--- src/rtl/clk_ratio_div.sv ---
module clk_ratio_div #(
  parameter int DW         = 32,
  parameter int AW         = 4,
  parameter int CTRL_ADDR  = 0,
  parameter int RATIO_ADDR = 8,
  parameter int FIELD_IDX  = 1,
  parameter int RATIO_LSB  = 8,
  parameter int RATIO_W    = 6,
  parameter int EN_BASE    = 24,
  parameter int TRIG_BIT   = 8,
  parameter int CNT_W      = 4,
  parameter int RST_RATIO  = 4
) (
  input  logic          clk,
  input  logic          rst_n,
  input  logic          wr_en,
  input  logic [AW-1:0] addr,
  input  logic [DW-1:0] wdata,
  output logic [DW-1:0] rdata,
  output logic          clk_out,
  output logic          clk_en_pulse
);
  localparam int EN_BIT = EN_BASE + FIELD_IDX;

  logic [DW-1:0]    ctrl_q, ratio_q;
  logic [CNT_W-1:0] act_q, pend_r, cnt_q, act_n, cnt_n;
  logic             pend_q, en, load, wrap, apply, out_n, pulse_n;

  function automatic logic [CNT_W-1:0] clamp(input logic [RATIO_W-1:0] f);
    if (f < RATIO_W'(4)) return CNT_W'(4);
    if (f >= RATIO_W'(7)) return CNT_W'(8);
    return CNT_W'(f);
  endfunction

  always_ff @(posedge clk or negedge rst_n)
    if (!rst_n) begin
      ctrl_q  <= '0;
      ratio_q <= '0;
    end else if (wr_en) begin
      if (addr == AW'(CTRL_ADDR))  ctrl_q  <= wdata;
      if (addr == AW'(RATIO_ADDR)) ratio_q <= wdata;
    end

  assign rdata = (addr == AW'(CTRL_ADDR))  ? ctrl_q  :
                 (addr == AW'(RATIO_ADDR)) ? ratio_q : '0;

  assign en    = ctrl_q[EN_BIT];
  assign load  = ctrl_q[TRIG_BIT] & ctrl_q[FIELD_IDX];
  assign wrap  = en && (cnt_q == act_q - CNT_W'(1));
  assign apply = pend_q && (!en || wrap);
  assign act_n = apply ? pend_r : act_q;
  assign cnt_n = !en ? act_n - CNT_W'(1) : (wrap ? '0 : cnt_q + CNT_W'(1));
  assign out_n   = en && (cnt_n < (act_n >> 1));
  assign pulse_n = en && (cnt_n == '0);

  always_ff @(posedge clk or negedge rst_n)
    if (!rst_n) begin
      pend_q <= 1'b0;
      pend_r <= CNT_W'(RST_RATIO);
    end else if (load) begin
      pend_q <= 1'b1;
      pend_r <= clamp(ratio_q[RATIO_LSB +: RATIO_W]);
    end else if (apply) begin
      pend_q <= 1'b0;
    end

  always_ff @(posedge clk or negedge rst_n)
    if (!rst_n) begin
      act_q        <= CNT_W'(RST_RATIO);
      cnt_q        <= CNT_W'(RST_RATIO - 1);
      clk_out      <= 1'b0;
      clk_en_pulse <= 1'b0;
    end else begin
      act_q        <= act_n;
      cnt_q        <= cnt_n;
      clk_out      <= out_n;
      clk_en_pulse <= pulse_n;
    end
endmodule

--- config.mk ---
export PLATFORM = sky130hd
export DESIGN_NAME = clk_ratio_div
export DESIGN_NICKNAME = d
export VERILOG_FILES = /design/src/rtl/clk_ratio_div.sv
export SDC_FILE = /design/constraint.sdc
export NUM_CORES = 1
export LEC_CHECK = 0
export ABC_CLOCK_PERIOD_IN_PS = 5100
export BUFFER_PORTS_ARGS = -buffer_cell sky130_fd_sc_hd__buf_2
export CAP_MARGIN = 10
export CORE_ASPECT_RATIO = 1.2
export CORE_UTILIZATION = 45
export DETAILED_ROUTE_END_ITERATION = 12
export PLACE_DENSITY_LB_ADDON = 0.1
export SLEW_MARGIN = 30
export SYNTH_ARGS = -nofsm -noshare
export SYNTH_HDL_FRONTEND = slang
export SYNTH_SLANG_ARGS = --single-unit
--- constraint.sdc ---
create_clock -name clk -period 5.1 [get_ports clk]
set_input_delay 0.765 -clock clk [delete_from_list [all_inputs] [get_ports clk]]
set_output_delay 0.765 -clock clk [all_outputs]
set_load 0.01 [all_outputs]
## After elaboration in Yosys (flattened, before gate mapping)

Index checks and enable logic that the tools add are counted.
W data, S select, Z words.

- Bitwise operators: 1
- Magnitude comparators: 3
- Multiplexer cells: 16
- Reduce and logical (&&, ||, !) cells: 11
- Equality and inequality tests: 2
- Add/sub/neg operators: 3

Operators by type and width:

| cell | number |
|---|---|
| $mux W32 | 2 |
| $mux W4 | 7 |
| $logic_not A4 Y1 | 2 |
| $sub A4 B1 Y4 const B | 2 |
| $mux W1 | 7 |
| $ge A6 B3 Y1 const B | 1 |
| $lt A6 B3 Y1 const B | 1 |
| $add A4 B1 Y4 const B | 1 |
| $eq A4 B4 Y1 | 1 |
| $eq A4 B4 Y1 const B | 1 |
| $logic_and A1 B1 Y1 | 4 |
| $lt A4 B3 Y1 | 1 |
| $reduce_and A2 Y1 | 2 |
| $reduce_bool A2 Y1 | 1 |
| $and A1 B1 Y1 | 1 |
| $logic_not A1 Y1 | 1 |
| $logic_or A1 B1 Y1 | 1 |

- Input port bits: 39
- Bits in registers: 79
- Word-level logic and storage cells: 44
- Output and inout port bits: 34

## Depth between registers and ports, before layout

- Word-level depth: 10
- Depth in mapped cells: 14
- Gate-level depth less buffers: 14

## Worst setup path before layout

OpenSTA, ideal clock, no wires.

- Path kind: reg2reg
- Start: reg act_q[0]
- End: reg clk_out
- Slack: 2.117 ns
- Path buffers: 0
- Data arrival time: 2.888 ns
- Clock period less this slack: 2.983 ns
- Cell stages (with the launch flop): 15
- Library setup time: 0.095 ns
- Data required time: 5.005 ns
- Cell sequence: dfrtp_1 -> inv_1 -> ha_1 -> xor2_1 -> nand3_2 -> o21ai_4 -> nand2_4 -> mux2i_1 -> ha_1 -> xor2_1 -> o22ai_1 -> ha_1 -> a211oi_1 -> o21ai_0 -> o31ai_1

- Cells in the longest elaborated chain, start to end: 10
- Elaborated cells between the ends (all ways): 11
- Those cells by class: add/sub (2); order compare (1); eq/ne (1); mux (3); reduce/logical (4)

RTL lines:

| item | RTL line | source |
|---|---|---|
| from (decl) | 26 | `logic [CNT_W-1:0] act_q, pend_r, cnt_q, act_n, cnt_n;` |
| from (signal assigned) | 69 | `act_q <= CNT_W'(RST_RATIO);` |
| from (signal assigned) | 74 | `act_q <= act_n;` |
| $sub A4 B1 Y4 | 49 | `assign wrap = en && (cnt_q == act_q - CNT_W'(1));` |
| $eq A4 B4 Y1 | 49 |  |
| $logic_and A1 B1 Y1 | 49 |  |
| $logic_or A1 B1 Y1 | 50 | `assign apply = pend_q && (!en \|\| wrap);` |
| $logic_and A1 B1 Y1 | 50 |  |
| $mux W4 | 51 | `assign act_n = apply ? pend_r : act_q;` |
| $sub A4 B1 Y4 | 52 | `assign cnt_n = !en ? act_n - CNT_W'(1) : (wrap ? '0 : cnt_q + CNT_W'(1));` |
| $mux W4 (*) | 52 |  |
| named net cnt_n[2] | 26 |  |
| $lt A4 B3 Y1 (*) | 53 | `assign out_n = en && (cnt_n < (act_n >> 1));` |
| $logic_and A1 B1 Y1 (*) | 53 |  |
| named net out_n | 27 | `logic pend_q, en, load, wrap, apply, out_n, pulse_n;` |
| to (signal assigned) | 76 | `clk_out <= out_n;` |
| to (decl) | 20 | `output logic clk_out,` |

Mark *: on every way through the listed nets, which the timed path passes. The rest lies on a longest branch.
A chain may end at the register's enable or synchronous reset.

## Worst setup path after layout

Same ends and word-level chain as after synthesis.

==> metrics.txt <==
status=complete, but fails checks; failing checks=design-rule violations; Antenna diodes=0; Fin Setup TNS=0 ns; first drt pass iteration count=8; Final Cell Area=4330 sq um; worst reg2reg setup slack=1.72 ns; Synth Register Bits=79; Tcrit/Tclk final=66.2%; simple-gate share of the synthesized area=5.09%; Max Cap Viol=0; Worst Path Required=5.34 ns; Final min period=3.38 ns; worst hold margin=0.453 ns; row count=35; Synth Area in Adders=1.71%; Max rail drop VDD=0.000205 V; routed via count=2364; commonest non-fill, non-tap cell in the layout=dfrtp_1; Yosys cell types=38; RSZ-0062 raised after global routing=false; largest cells by area after synthesis=dfrtp_1, mux2_2, a22o_1; Post-DP HPWL=4690 microns; Syn Nets=307; Post-DP Area=4120 sq um; ys async rst share=100%; Slew Limit Headroom=51.7%; first-pass GRT wire length=11900 microns; R2R cell count=14; Worst R2R End=clk_out$_DFF_PN0_; Setup Viol. Count Final=0; Initial Util=47.0%; initial drt markers=104; Vert. Die Dim=101 microns; clk_skew=0.00719 ns; Worst Path Max Fanout=6; Sw Ratio=31.4%; arrival time worst endpoint=3.61 ns; post-synth top area share=51.2%; drt via density=5.46; mux cell area share after synthesis=22.3%; initial antenna violation count=0; sequential power share=46.3%; final wirelength=7100 microns; post-synthesis cell count=263; Post-CTS Setup Bufs=0; FMAX=0.296 GHz; vias in the first global route=2380; number of fill cells=693; top cell type by total area after synthesis=dfrtp_1; total track usage=18.1%; Ports=73; Finished Layout Cells=433; # port buffers=72; Critical Path End Type=register; CP startpoint kind=register; core area=7790 sq um; DIE AREA=8510 sq um; cell count after placement=418; Residual DRC=4; most frequent cells in the layout=dfrtp_1, buf_2, mux2_2, a22o_1, clkbuf_8; main combinational cell family by area after synthesis=multiplexers; CTS clk-pin slew, worst paths=0.08 ns; CTS tree=yes; pwr/cell area=466 nW/um^2; post-synthesis sequential area ratio=54.1%; post-synthesis compound-gate area fraction=11.7%; maximum level of the CTS H-tree=3; combinational power share=29.2%; largest net degree at the start of global routing=80; area grow syn2layout=18.2%; Synth Area per Inst=13.9 sq um; NetSw=0.000634 W; CTS Buffer Depth=2; max-slew violations=0; Reg-to-Reg Start=act_q[0]$_DFF_PN0_; yosys warns=0; Cell Area, Synth=3660 sq um; CTS resizes=0; remaining antenna violation count=0; routed len/inst=16.4 microns; number of CTS-inserted buffers=9; Pwr Total=0.00202 W; Final Hold Fails=0; worst slew pin tran=0.725 ns; GR Overflow Total=0; root buf cell=clkbuf_8; die width=84.4 microns; Setup CP Type=register to register; cell-internal power=0.00139 W; Leak Pwr=2.07 nW; Layout Nets=381; clock latency on the worst-skew pair=0.34 ns; Hold Crit Class=input pin to asynchronous set/reset pin; xor-xnor portion of the synthesized cell area=3.01%; gpl congestion=0.766; EDFF count, synth=0; Synth Flop Type=dfrtp_1; share of layout cells above drive strength 1=49.0%; Clock power frac=24.5%; Num Clock Sinks=79; post-cts hold buffer count=0
how the worst max path moves through the flow:
stage / from / endpoint / slack (ns) / cells after the start
finish: act_q[0]$_DFF_PN0_ / clk_out$_DFF_PN0_ / 1.72 / 14
global route: act_q[0]$_DFF_PN0_ / clk_out$_DFF_PN0_ / 1.52 / 14
CTS: act_q[0]$_DFF_PN0_ / clk_out$_DFF_PN0_ / 1.74 / 14
detailed placement: act_q[0]$_DFF_PN0_ / clk_out$_DFF_PN0_ / 1.78 / 14
global placement: act_q[0]$_DFF_PN0_ / clk_out$_DFF_PN0_ / 1.95 / 14
floorplan: act_q[0]$_DFF_PN0_ / clk_out$_DFF_PN0_ / 2.12 / 14
kinds of logic (layout without fill, tap and decap cells):
| logic type | after synthesis | count (layout) |
|---|---|---|
| compound gates | 51 | 51 |
| xor+xnor | 11 | 11 |
| fa+ha+maj | 5 | 5 |
| buf+inv | 18 | 96 |
| flops | 79 | 79 |
| mux | 72 | 72 |
| simple gates | 27 | 27 |
through the flow:
step           util [%]  setup WS [ns]
2_1_floorplan         -           2.12
3_3_place_gp       52.8           1.95
3_5_place_dp       52.8           1.78
4_1_cts            55.5           1.74
5_1_grt            55.5           1.52
6_report           55.5           1.72
synth_stat cells (2+ instances only):
master / number
dfrtp_1: 75
mux2_2: 62
a22o_1: 32
nand2_1: 8
buf_2: 7
clkbuf_1: 6
ha_1: 5
inv_1: 5
o21ai_0: 5
xnor2_1: 5
xor2_1: 5
dfstp_2: 4
mux2i_1: 4
nor2_1: 4
mux2_1: 3
mux2_4: 3
nand3_1: 3
a21oi_1: 2
a31oi_1: 2
nor3_1: 2
o211ai_1: 2
o22ai_1: 2
o31ai_1: 2
sequential cells by signal, summed over array words and instances, names as in the netlist:
name / count
act_q: 4
pend_r: 4
clk_en_pulse: 1
pend_q: 1
ctrl_q: 32
ratio_q: 32
cnt_q: 4
clk_out: 1
worst max-delay path, cell delays in order (launching register included):
cell and delay [ns]:
dfrtp_1 0.48, inv_1 0.09, ha_1 0.31, xor2_1 0.16, nand3_2 0.13, o21ai_4 0.26, nand2_4 0.13, mux2i_1 0.16
ha_1 0.23, xor2_1 0.16, o22ai_1 0.22, ha_1 0.28, a211oi_1 0.31, o21ai_0 0.14, o31ai_1 0.22
layer usage:
layer	track usage [%]	vias to the layer above	part of all wire, %
li1	-	1124	-
met1	23.8	1175	46
met2	29.4	57	48
met3	3.77	8	4.7
met4	7.82	0	1.3
met5	0	-	0
cell type report:
| cell class | instances | area, sq um | area share, % |
|---|---|---|---|
| clock buffers | 10 | 128 | 2.95 |
| clock inverters | 5 | 83.8 | 1.94 |
| inverters | 5 | 18.8 | 0.434 |
| multi-input cells | 166 | 1610 | 37.1 |
| flip-flops and latches | 79 | 1980 | 45.8 |
| well taps | 92 | 115 | 2.66 |
| repair buffers | 76 | 397 | 9.16 |
power groups by stage:
stage | Sequential [W] | Clock [W] | Combinational [W]
3_5_place_dp | 0.000950 | 0 | 0.000588
6_report | 0.000935 | 0.000495 | 0.000589
4_1_cts | 0.000937 | 0.000509 | 0.000596
2_1_floorplan | 0.000908 | 0 | 0.000473
3_3_place_gp | 0.000942 | 0 | 0.000578
5_1_grt | 0.000961 | 0.000541 | 0.000645
Power figures use the tool's default switching activity.
